===== config.mk =====
export PLATFORM = sky130hd
export DESIGN_NAME = fieldop_unit
export DESIGN_NICKNAME = d
export VERILOG_FILES = /design/src/rtl/fu_pkg.sv /design/src/rtl/fu_desc_reg.sv /design/src/rtl/fu_funnel.sv /design/src/rtl/fu_maskgen.sv /design/src/rtl/fu_outstage.sv /design/src/rtl/fieldop_unit.sv
export SDC_FILE = /design/constraint.sdc
export NUM_CORES = 1
export LEC_CHECK = 0
export BUFFER_PORTS_ARGS = -buffer_cell sky130_fd_sc_hd__buf_2
export CORE_MARGIN = 10
export CORE_UTILIZATION = 60
export DETAILED_ROUTE_END_ITERATION = 10
export PLACE_DENSITY = 0.83
export SLEW_MARGIN = 0
export SYNTH_ARGS = -nofsm -noshare
export SYNTH_HDL_FRONTEND = slang
export SYNTH_HIERARCHICAL = 1
export SYNTH_SLANG_ARGS = --single-unit

===== constraint.sdc =====
create_clock -name clk -period 3.57 [get_ports clk]
set_input_delay 0.357 -clock clk [delete_from_list [all_inputs] [get_ports clk]]
set_output_delay 0.357 -clock clk [all_outputs]
set_load 0.02 [all_outputs]

===== src/rtl/fu_pkg.sv =====
package fu_pkg;
  typedef enum logic {FU_EXTRACT = 1'b0, FU_INSERT = 1'b1} fu_mode_e;

  function automatic int fu_sat(input int value, input int limit);
    return (value > limit) ? limit : value;
  endfunction
endpackage


===== src/rtl/fu_desc_reg.sv =====
module fu_desc_reg
  import fu_pkg::*;
#(
  parameter int W = 32,
  localparam int FW = $clog2(W + 1),
  localparam int DW = 2 * FW + 1
) (
  input  logic          clk,
  input  logic          rst_n,
  input  logic          we,
  input  logic [DW-1:0] din,
  output fu_mode_e      mode,
  output logic [FW-1:0] width,
  output logic [FW-1:0] shift
);
  logic [FW-1:0] w_raw, s_raw;
  assign w_raw = din[2*FW-1:FW];
  assign s_raw = din[FW-1:0];

  always_ff @(posedge clk or negedge rst_n) begin
    if (!rst_n) begin
      mode  <= FU_EXTRACT;
      width <= '0;
      shift <= '0;
    end else if (we) begin
      mode  <= din[DW-1] ? FU_INSERT : FU_EXTRACT;
      width <= FW'(fu_sat(int'(w_raw), W));
      shift <= FW'(fu_sat(int'(s_raw), W));
    end
  end
endmodule


===== src/rtl/fu_funnel.sv =====
module fu_funnel #(
  parameter int W = 32,
  localparam int FW = $clog2(W + 1)
) (
  input  logic [W-1:0]  hi,
  input  logic [W-1:0]  lo,
  input  logic [FW-1:0] amt,
  output logic [W-1:0]  out
);
  logic [2*W-1:0] stage [FW];

  assign stage[0] = {hi, lo};

  for (genvar k = 0; k < FW - 1; k++) begin : g_stage
    assign stage[k+1] = amt[k] ? (stage[k] << (2 ** k)) : stage[k];
  end

  localparam int LAST = 2 ** (FW - 1);
  assign out = amt[FW-1] ? stage[FW-1][2*W-1-LAST -: W] : stage[FW-1][2*W-1 -: W];
endmodule


===== src/rtl/fu_maskgen.sv =====
module fu_maskgen #(
  parameter int W = 32,
  localparam int FW = $clog2(W + 1)
) (
  input  logic [FW-1:0] width,
  input  logic [FW-1:0] shift,
  output logic [W-1:0]  low_mask,
  output logic [W-1:0]  placed_mask
);
  logic [FW:0] w_ext, s_ext, top;
  assign w_ext = {1'b0, width};
  assign s_ext = {1'b0, shift};
  assign top   = s_ext + w_ext;

  for (genvar i = 0; i < W; i++) begin : g_bit
    localparam logic [FW:0] IDX = (FW + 1)'(i);
    assign low_mask[i]    = IDX < w_ext;
    assign placed_mask[i] = (IDX >= s_ext) && (IDX < top);
  end
endmodule


===== src/rtl/fu_outstage.sv =====
module fu_outstage #(
  parameter int W = 32
) (
  input  logic         clk,
  input  logic         rst_n,
  input  logic         in_valid,
  output logic         in_ready,
  input  logic [W-1:0] in_data,
  output logic         out_valid,
  input  logic         out_ready,
  output logic [W-1:0] out_data
);
  assign in_ready = !out_valid || out_ready;

  always_ff @(posedge clk or negedge rst_n) begin
    if (!rst_n) begin
      out_valid <= 1'b0;
      out_data  <= '0;
    end else if (in_ready) begin
      out_valid <= in_valid;
      if (in_valid) out_data <= in_data;
    end
  end
endmodule


===== src/rtl/fieldop_unit.sv =====
module fieldop_unit
  import fu_pkg::*;
#(
  parameter int W = 32,
  localparam int FW = $clog2(W + 1),
  localparam int DW = 2 * FW + 1
) (
  input  logic          clk,
  input  logic          rst_n,
  input  logic          desc_we,
  input  logic [DW-1:0] desc_in,
  input  logic          op_valid,
  output logic          op_ready,
  input  logic [W-1:0]  left_in,
  input  logic [W-1:0]  right_in,
  output logic          res_valid,
  input  logic          res_ready,
  output logic [W-1:0]  res_data
);
  fu_mode_e      d_mode;
  logic [FW-1:0] d_width, d_shift;
  logic [W-1:0]  shifted, low_mask, placed_mask, next_res;

  fu_desc_reg #(.W(W)) u_desc (
    .clk(clk), .rst_n(rst_n), .we(desc_we), .din(desc_in),
    .mode(d_mode), .width(d_width), .shift(d_shift)
  );

  fu_funnel #(.W(W)) u_funnel (
    .hi(left_in), .lo(right_in), .amt(d_shift), .out(shifted)
  );

  fu_maskgen #(.W(W)) u_mask (
    .width(d_width), .shift(d_shift),
    .low_mask(low_mask), .placed_mask(placed_mask)
  );

  always_comb begin
    if (d_mode == FU_INSERT) next_res = (shifted & placed_mask) | (right_in & ~placed_mask);
    else                     next_res = shifted & low_mask;
  end

  fu_outstage #(.W(W)) u_out (
    .clk(clk), .rst_n(rst_n),
    .in_valid(op_valid), .in_ready(op_ready), .in_data(next_res),
    .out_valid(res_valid), .out_ready(res_ready), .out_data(res_data)
  );
endmodule


==> results.cfg, run 1 <==
[worst_setup_path]
crit_top_cell = mux2i_1
cp.required_ns = 3.76
start_kind = flop
ff2ff_path_depth = 9
end_kind = flop
r2r_end = u_out/out_data[22]
worst_ep_arrival_time_ns = 3.69
cpPeakStageDelay_ns = 0.57
crit_path_top_delay_cell = mux4_2
path_max_fanout = 56
r2r_start = u_desc/shift[1]
crit_type = reg -> reg
crit_chain = buf_12, mux4_2, a222oi_1, o22ai_1, a221oi_1, o21ai_0, mux2i_1, mux2i_1, mux2_4
critical_path.top_delay_family = compound AO/OA/AOI/OAI gates
path_buf_inv = 1
r2r_slack_ns = 0.07

[synth]
yosys_warnings = 6
synthCells = 855
yosysSeqAreaShare_pct = 14.4
syn_area_sq_mm = 0.00802
synth_edf_count = 0
synth_seq_cells = 46
yosys.cell_types.count = 72
yosysMostFrequentCell = nand2_1
synth_nets = 944
yosys-top-cells-area = mux4_2 (23%), dfrtp_1 (14%), mux2i_1 (13%)
synthFlopType = dfrtp_1
synth.avg_cell_area_sq_um = 9.38
synth_top_cell_by_area = mux4_2
async_flop_share_pct = 100
synth_common_cells = nand2_1 (125), mux2i_1 (103), mux4_2 (81)
synth.top_cell.area_share_pct = 22.7

[global_routing]
grt_usage_pct = 35.7
antenna_found_initial = 1
grt_pass1_vias = 8286
grt_util_met2_pct = 50.6
use_met3_pct = 13.1
overflow = 0
grt_max_degree = 92
use_met1_pct = 48.1
grt_busiest_layer = met2
grt_first_pass_wirelength_mm = 50.4

[clocking]
h-tree-depth = 2
cts_buffers = 5
clock-sinks = 46
hold_buffers = 0
clk-insertion-delay-late_ns = 0.30
cts_root_buf = clkbuf_16
cts.reportedPaths.clkPinSlew_ns = 0.07
cts_buffer_depth = 2
cts_tree = yes

[sta]
relSlewSlack_pct = 27.4
finClkSkew_ns = 0.00695
period_minus_slack_ns = 3.50
rsz0062_at_grt = no
slew_violations = 0
min_period_over_period_pct = 97.9
max_freq_mhz = 286
worst_pin_slew_ns = 1.09
fin_setup_tns_ns = 0
hold_viol_final = 0
setup_viol = 0

[route]
wl_per_cell_microns = 30.0
dr.first_iter.drc_count = 1586
routed_wl_mm = 34.0
ant_nets = 0
post_drt_via_cell_ratio = 7.61
drcViolationCount = 0
num_vias = 8619
drt_pass1_iterations = 8

[placed_design]
dp_hpwl_mm = 26.1
dp_cells = 1123
place_area_sq_mm = 0.00879
place.gp.congestion = 1.05
numPortBuffers = 115

[power]
combPwrFrac_pct = 65.4
vdd_ir_drop_max_v = 0.000301
pwr-share-seq_pct = 21.2
p_leak_nw = 3.89
p_sw_mw = 1.76
power_density_mw_per_mm2 = 410
swShare_pct = 48.0
clkPwrFrac_pct = 13.4
total_power_mw = 3.67
power.internal_mw = 1.91

[run_status]
status = complete, no violations

[finish]
antenna_cells = 0
drive_gt1_share_pct = 33.9
layout.cells.non_filler = 1132
design_area_sq_mm = 0.00895
fin_nets = 1044
area_delta_synth_final_pct = 11.6

[die]
start_util_pct = 60.8
dieArea_sq_mm = 0.0184
die_w_microns = 136
core_region_area_sq_mm = 0.0132
io_pins = 116
die_h_microns = 136
fp-row-count = 42

[min_path]
hold_path.class = in -> async

[run]
drv_cap = 0
worst register-to-register path, delay by kind of cell (launching register included):
family / cells / cell delay, ns
muxes: 4 / 1.33
AOI/OAI and AO/OA: 4 / 1.31
DFF: 1 / 0.46
buffers and inverters: 1 / 0.30
layout by cell type (no fill, tap or decap), types with 9 or more instances in the layout:
| cell type | n |
|---|---|
| nand2_1 | 125 |
| buf_2 | 115 |
| mux2i_1 | 103 |
| mux4_2 | 81 |
| nor2_1 | 47 |
| buf_4 | 44 |
| dfrtp_1 | 41 |
| o21ai_0 | 38 |
| a21oi_1 | 38 |
| mux2_4 | 30 |
| inv_1 | 28 |
| mux2_2 | 23 |
| o22ai_1 | 21 |
| a211oi_1 | 15 |
| nor3_1 | 14 |
| nand3_1 | 13 |
| nand3b_1 | 12 |
| nor2b_1 | 9 |
power by group through the flow:
| stage | Sequential (mW) | Combinational [mW] | Clock (mW) |
|---|---|---|---|
| floorplan | 0.887 | 1.41 | 0 |
| global placement | 0.776 | 2.27 | 0 |
| detailed placement | 0.783 | 2.30 | 0 |
| CTS | 0.774 | 2.30 | 0.495 |
| global route | 0.792 | 2.48 | 0.511 |
| finish | 0.778 | 2.40 | 0.491 |
kinds of logic (layout without fill, tap and decap cells):
family / count (synthesis) / in the layout / synth area share, %
muxes: 237 / 237 / 44.5
AOI/OAI and AO/OA: 202 / 202 / 17.2
DFF: 46 / 46 / 14.4
xor gates and xnor gates: 3 / 3 / 0.421
buffers and inverters: 101 / 202 / 7.01
and+or+nand+nor: 259 / 259 / 15.4
adders and majority gates: 7 / 7 / 1.19
layer usage:
layer,share of wire [%],wire (microns),vias to the layer above
met1,36,12400,4127
met5,0.038,13,-
met2,42,14200,829
met3,17,5770,137
met4,4.7,1610,2
li1,-,-,3524
state kept, by name, summed over array words and instances (netlist names):
name	flops
u_desc/width	6
u_desc/mode	1
u_desc/shift	6
u_out/out_data	32
u_out/out_valid	1
stage by stage:
stage          hold slack, ns  util, %  setup WS (ns)
2_1_floorplan          0.0614        -          0.509
3_3_place_gp            0.484     66.6          0.242
3_5_place_dp            0.490     66.6          0.117
4_1_cts                 0.290     67.7          0.110
5_1_grt                 0.300     67.9         0.0347
6_report                0.257     67.9         0.0733
final cells by class:
class,instances,area (sq um)
multi-input cells,708,6310
clock inverters,2,13.8
inverters,30,113
well taps,176,220
clock buffers,6,129
fillers,1058,4240
flip-flops and latches,46,1160
repair buffers,164,1010
what timing repair did:
action | CTS | global route
setup endpoints to repair | 0 | 2
gates resized for setup | 0 | 0
buffers inserted | 0 | 1
worst max-delay path by stage:
stage                    start            endpoint  slack, ns  depth (start not counted)
2_1_floorplan  u_desc/width[0]  u_out/out_data[17]       0.51                         10
6_report       u_desc/shift[1]  u_out/out_data[22]       0.07                          9
3_3_place_gp   u_desc/shift[0]  u_out/out_data[23]       0.24                         10
3_5_place_dp   u_desc/width[0]  u_out/out_data[22]       0.12                         10
5_1_grt        u_desc/shift[1]  u_out/out_data[22]       0.03                          9
4_1_cts        u_desc/width[0]  u_out/out_data[22]       0.11                         10
Power figures use the tool's default switching activity.
==> run 2, diff against run 1 <==
--- a/config.mk
+++ b/config.mk
@@ -6,6 +6,7 @@
 export NUM_CORES = 1
 export LEC_CHECK = 0
 export BUFFER_PORTS_ARGS = -buffer_cell sky130_fd_sc_hd__buf_2
+export CORE_ASPECT_RATIO = 1.5
 export CORE_MARGIN = 10
 export CORE_UTILIZATION = 60
 export DETAILED_ROUTE_END_ITERATION = 10
==> run 2 against run 1 <==
Effect of this change:
- worst hold slack worse by 0.020 ns
- flip-flop and latch count unchanged
- die area up 0.52%
- clock-buffer cell count unchanged
- critical path depth up 1
- clock power down 9.6%
- register-to-register slack better by 0.04 ns
- first-iteration DRC count down 23%
- largest cell class unchanged
==> results.cfg, run 2 (synthesis results as in run 1) <==
[run_status]
status = complete, no violations

[worst_setup_path]
r2r_slack_ns = 0.11
cp-startpoint = u_desc/shift[0]
path_max_fanout = 7
end_kind = flop
ff2ff_path_depth = 10
r2r_start = u_desc/shift[0]
crit_type = reg -> reg
cp.required_ns = 3.74
r2r_end = u_out/out_data[17]
worst_ep_arrival_time_ns = 3.62
start_kind = flop

[finish]
finalCoreUtilization_pct = 68.0
drive_gt1_share_pct = 33.3
largest_reg_flops = 32
fillerInstances = 1080
mostFrequentLayoutCell = nand2_1
layout.cells.non_filler = 1108
layout_common_cells = nand2_1 (125), buf_2 (115), mux2i_1 (103)
top_register = u_out/out_data
area_delta_synth_final_pct = 10.4
largestRegisters = u_out/out_data (32), u_desc/shift (6), u_desc/width (6)
fin_nets = 1036

[route]
dr.first_iter.drc_count = 1224
drt_pass1_iterations = 7
ant_nets = 0
wl_per_cell_microns = 31.6
drcViolationCount = 0
num_vias = 8594
post_drt_via_cell_ratio = 7.76
routed_wl_mm = 35.0

[power]
p_leak_nw = 3.84
vdd_ir_drop_max_v = 0.000289
power_density_mw_per_mm2 = 406
total_power_mw = 3.59

[clocking]
hold_buffers = 0
cts_buffer_depth = 2
ctsResizeCount = 0
h-tree-depth = 2
clk-insertion-delay-late_ns = 0.29
cts.reportedPaths.clkPinSlew_ns = 0.06
cts_root_buf = clkbuf_16
cts_buffers = 5
cts_setup_buffers = 0
cts_tree = yes
clock-sinks = 46

[global_routing]
grt_pass1_vias = 8510
grt_max_degree = 63
antenna_found_initial = 1
grt_first_pass_wirelength_mm = 52.7
overflow = 0
grt_usage_pct = 37.1

[run]
drv_cap = 0

[sta]
min_period_over_period_pct = 96.8
worst_pin_slew_ns = 1.00
finClkSkew_ns = 0.00435
max_freq_mhz = 289
slew_violations = 0
relSlewSlack_pct = 33.1
setup_viol = 0
fin_setup_tns_ns = 0
period_minus_slack_ns = 3.46
hold_viol_final = 0
rsz0062_at_grt = no

[placed_design]
place.gp.congestion = 1.10
numPortBuffers = 115
dp_hpwl_mm = 26.7
dp_cells = 1099

[min_path]
hold_path.class = in -> async

[die]
start_util_pct = 61.6
core_region_area_sq_mm = 0.0130
fp-row-count = 51
die_w_microns = 114
dieArea_sq_mm = 0.0185
io_pins = 116
die_h_microns = 162
==> run 2: cell types whose count changed in the layout (fill, tap and decap cells not counted), sizes merged <==
cell   before  now
diode       0    1
buf       164  156
==> run 2: cell type report <==
cell class | count | area (sq um) | area share, %
clock buffers | 6 | 129 | 1.46
flip-flops and latches | 46 | 1160 | 13.1
diodes | 1 | 2.50 | 0.0283
multi-input cells | 708 | 6310 | 71.2
repair buffers | 156 | 933 | 10.5
well taps | 159 | 199 | 2.25
clock inverters | 2 | 10.0 | 0.113
inverters | 30 | 113 | 1.27
==> run 2: power by group <==
part           leakage (nW)  total (mW)  internal, mW  switching, mW
Clock                0.0706       0.444         0.257          0.187
Sequential            0.568       0.771         0.654          0.117
Combinational          3.20        2.38         0.973           1.41
==> run 2: metrics by stage <==
stage | hold WS [ns] | worst slack (ns) | instance area (sq um)
after floorplan | 0.0614 | 0.509 | 8020
after global placement | 0.484 | 0.284 | 8710
after detailed placement | 0.489 | 0.168 | 8710
after CTS | 0.264 | 0.151 | 8850
after global routing | 0.312 | 0.0279 | 8850
final | 0.237 | 0.114 | 8850
==> run 2: worst max-delay path: stages (launching register included) <==
cell	delay [ns]
dfrtp_4	0.50
ha_1	0.23
fa_1	0.49
a211o_1	0.36
and3_4	0.20
or4_4	0.49
nor3_4	0.32
a221oi_1	0.18
mux2i_1	0.19
mux2i_1	0.10
mux2_4	0.27
==> run 2: how the worst max path moves through the flow <==
stage                                    end  slack (ns)  depth (start not counted)
final                     u_out/out_data[17]        0.11                         10
after global routing      u_out/out_data[17]        0.03                         10
after CTS                 u_out/out_data[17]        0.15                         10
after detailed placement  u_out/out_data[17]        0.17                         10
after global placement    u_out/out_data[21]        0.28                         10
after floorplan           u_out/out_data[17]        0.51                         10
==> run 2: layer usage <==
| layer | part of all wire [%] | GRT usage [%] |
|---|---|---|
| met5 | 0 | 0 |
| met4 | 10 | 29.5 |
| met3 | 11 | 7.30 |
| met2 | 45 | 58.0 |
| met1 | 34 | 42.9 |
==> run 3, diff against run 2 <==
--- a/config.mk
+++ b/config.mk
@@ -5,7 +5,7 @@
 export SDC_FILE = /design/constraint.sdc
 export NUM_CORES = 1
 export LEC_CHECK = 0
-export BUFFER_PORTS_ARGS = -buffer_cell sky130_fd_sc_hd__buf_2
+export BUFFER_PORTS_ARGS = -buffer_cell sky130_fd_sc_hd__buf_4
 export CORE_ASPECT_RATIO = 1.5
 export CORE_MARGIN = 10
 export CORE_UTILIZATION = 60
==> run 3 against run 2 <==
Effect of this change:
- final cell count rose by 0.36%
- core utilization is 2.7 points higher
- sequential power is 2% higher
- clock-buffer cell count grew 1
- first-iteration DRC count rose by 5.0%
- largest cell class unchanged
- highest routed layer is now met5
==> results.cfg, run 3 (synthesis results as in run 1) <==
[run_status]
status = complete, no violations

[worst_setup_path]
crit_path_top_delay_cell = o211ai_1
path_depth = 10
ff2ff_path_depth = 10
path_buf_inv = 2
critical_path.top_delay_family = multiplexers
path_max_fanout = 33
cpPeakStageDelay_ns = 0.60
cp-startpoint = u_desc/shift[1]
endpoint = u_out/out_data[10]
r2r_end = u_out/out_data[10]
end_kind = flop
crit_top_cell = mux2i_1
cp.required_ns = 3.80
crit_chain = buf_12, buf_4, mux2i_1, mux4_2, o211ai_1, nand2b_1, o22ai_1, mux2i_1, mux2i_1, mux2_4
r2r_slack_ns = 0.02
crit_type = reg -> reg
r2r_start = u_desc/shift[1]
worst_ep_arrival_time_ns = 3.78
start_kind = flop

[finish]
finalCoreUtilization_pct = 70.8
antenna_cells = 0
mostFrequentLayoutCell = buf_4
top_register = u_out/out_data
area_delta_synth_final_pct = 14.9
design_area_sq_mm = 0.00921
layout.cells.non_filler = 1112
fin_nets = 1041
drive_gt1_share_pct = 33.7
largest_reg_flops = 32
layout_common_cells = buf_4 (157), nand2_1 (125), mux2i_1 (103)
largestRegisters = u_out/out_data (32), u_desc/shift (6), u_desc/width (6)

[clocking]
cts_buffers = 5
clk-insertion-delay-late_ns = 0.29
cts_buffer_depth = 2
h-tree-depth = 2
cts_root_buf = clkbuf_16
cts.reportedPaths.clkPinSlew_ns = 0.07
clock-sinks = 46
cts_tree = yes
cts_setup_buffers = 0
hold_buffers = 0
ctsResizeCount = 0

[power]
vdd_ir_drop_max_v = 0.000274
p_leak_nw = 3.97
combPwrFrac_pct = 64.9
total_power_mw = 3.79
clkPwrFrac_pct = 14.5
power_density_mw_per_mm2 = 412
pwr-share-seq_pct = 20.7
power.internal_mw = 2.08
swShare_pct = 45.3
p_sw_mw = 1.72

[placed_design]
place.gp.congestion = 1.13
numPortBuffers = 115
dp_cells = 1104
place_area_sq_mm = 0.00904
dp_hpwl_mm = 26.5

[route]
ant_nets = 0
dr.first_iter.drc_count = 1285
wl_per_cell_microns = 31.4
num_vias = 8533
post_drt_via_cell_ratio = 7.67
drcViolationCount = 0
drt_pass1_iterations = 8
routed_wl_mm = 34.9

[run]
drv_cap = 0

[die]
fp-row-count = 51
core_region_area_sq_mm = 0.0130
die_h_microns = 162
dieArea_sq_mm = 0.0185
die_w_microns = 114
start_util_pct = 61.6
io_pins = 116

[sta]
max_freq_mhz = 282
slew_violations = 0
worst_pin_slew_ns = 0.955
setup_viol = 0
rsz0062_at_grt = no
hold_viol_final = 0
fin_setup_tns_ns = 0
min_period_over_period_pct = 99.5
period_minus_slack_ns = 3.55
finClkSkew_ns = 0.00974
relSlewSlack_pct = 36.2

[global_routing]
grt_max_degree = 79
grt_pass1_vias = 8541
grt_first_pass_wirelength_mm = 51.9
overflow = 0
antenna_found_initial = 1
grt_usage_pct = 36.6

[min_path]
hold_path.class = in -> async
-- run 3: cell types whose count changed in the layout (fill, tap and decap cells not counted), sizes merged --
| cell | delta |
|---|---|
| buf | +5 |
| bufinv | +1 |
| clkbuf | +1 |
| clkinv | -2 |
| diode | -1 |
-- run 3: metrics by stage --
| stage | setup WS [ns] | hold WS (ns) |
|---|---|---|
| finish | 0.0183 | 0.0556 |
| global route | 0.0669 | 0.100 |
| CTS | 0.210 | 0.0722 |
| detailed placement | 0.214 | 0.385 |
| global placement | 0.291 | 0.383 |
| floorplan | 0.509 | 0.0614 |
-- run 3: worst min-delay path by stage --
stage,start,to,cells after the start
finish,rst_n,u_desc/shift[2],1
global route,rst_n,u_desc/shift[1],1
CTS,rst_n,u_desc/shift[1],1
detailed placement,rst_n,u_desc/width[5],1
global placement,rst_n,u_desc/width[2],1
floorplan,rst_n,u_desc/mode,0
-- run 3: cell type report --
cell class / count / area [sq um]
Clock buffer: 7 / 143
Clock inverter: 1 / 30.0
Fill cell: 1024 / 3810
Inverter: 30 / 113
Multi-Input combinational cell: 708 / 6310
Sequential cell: 46 / 1160
Tap cell: 159 / 199
Timing Repair Buffer: 161 / 1260
-- run 3: routing by layer --
layer / wire (microns) / share of wire [%] / track usage, % / vias to the layer above
met1: 11100 / 32 / 40.3 / 4015
met3: 3960 / 11 / 7.75 / 236
li1: - / - / - / 3516
met5: 7 / 0.020 / 0 / -
met4: 3570 / 10 / 28.7 / 2
met2: 16300 / 47 / 59.5 / 764
-- run 3: power by group through the flow --
stage	Combinational, mW	Sequential [mW]	Clock, mW
finish	2.46	0.783	0.548
global route	2.56	0.799	0.569
CTS	2.37	0.778	0.556
detailed placement	2.36	0.786	0
global placement	2.34	0.780	0
floorplan	1.41	0.887	0
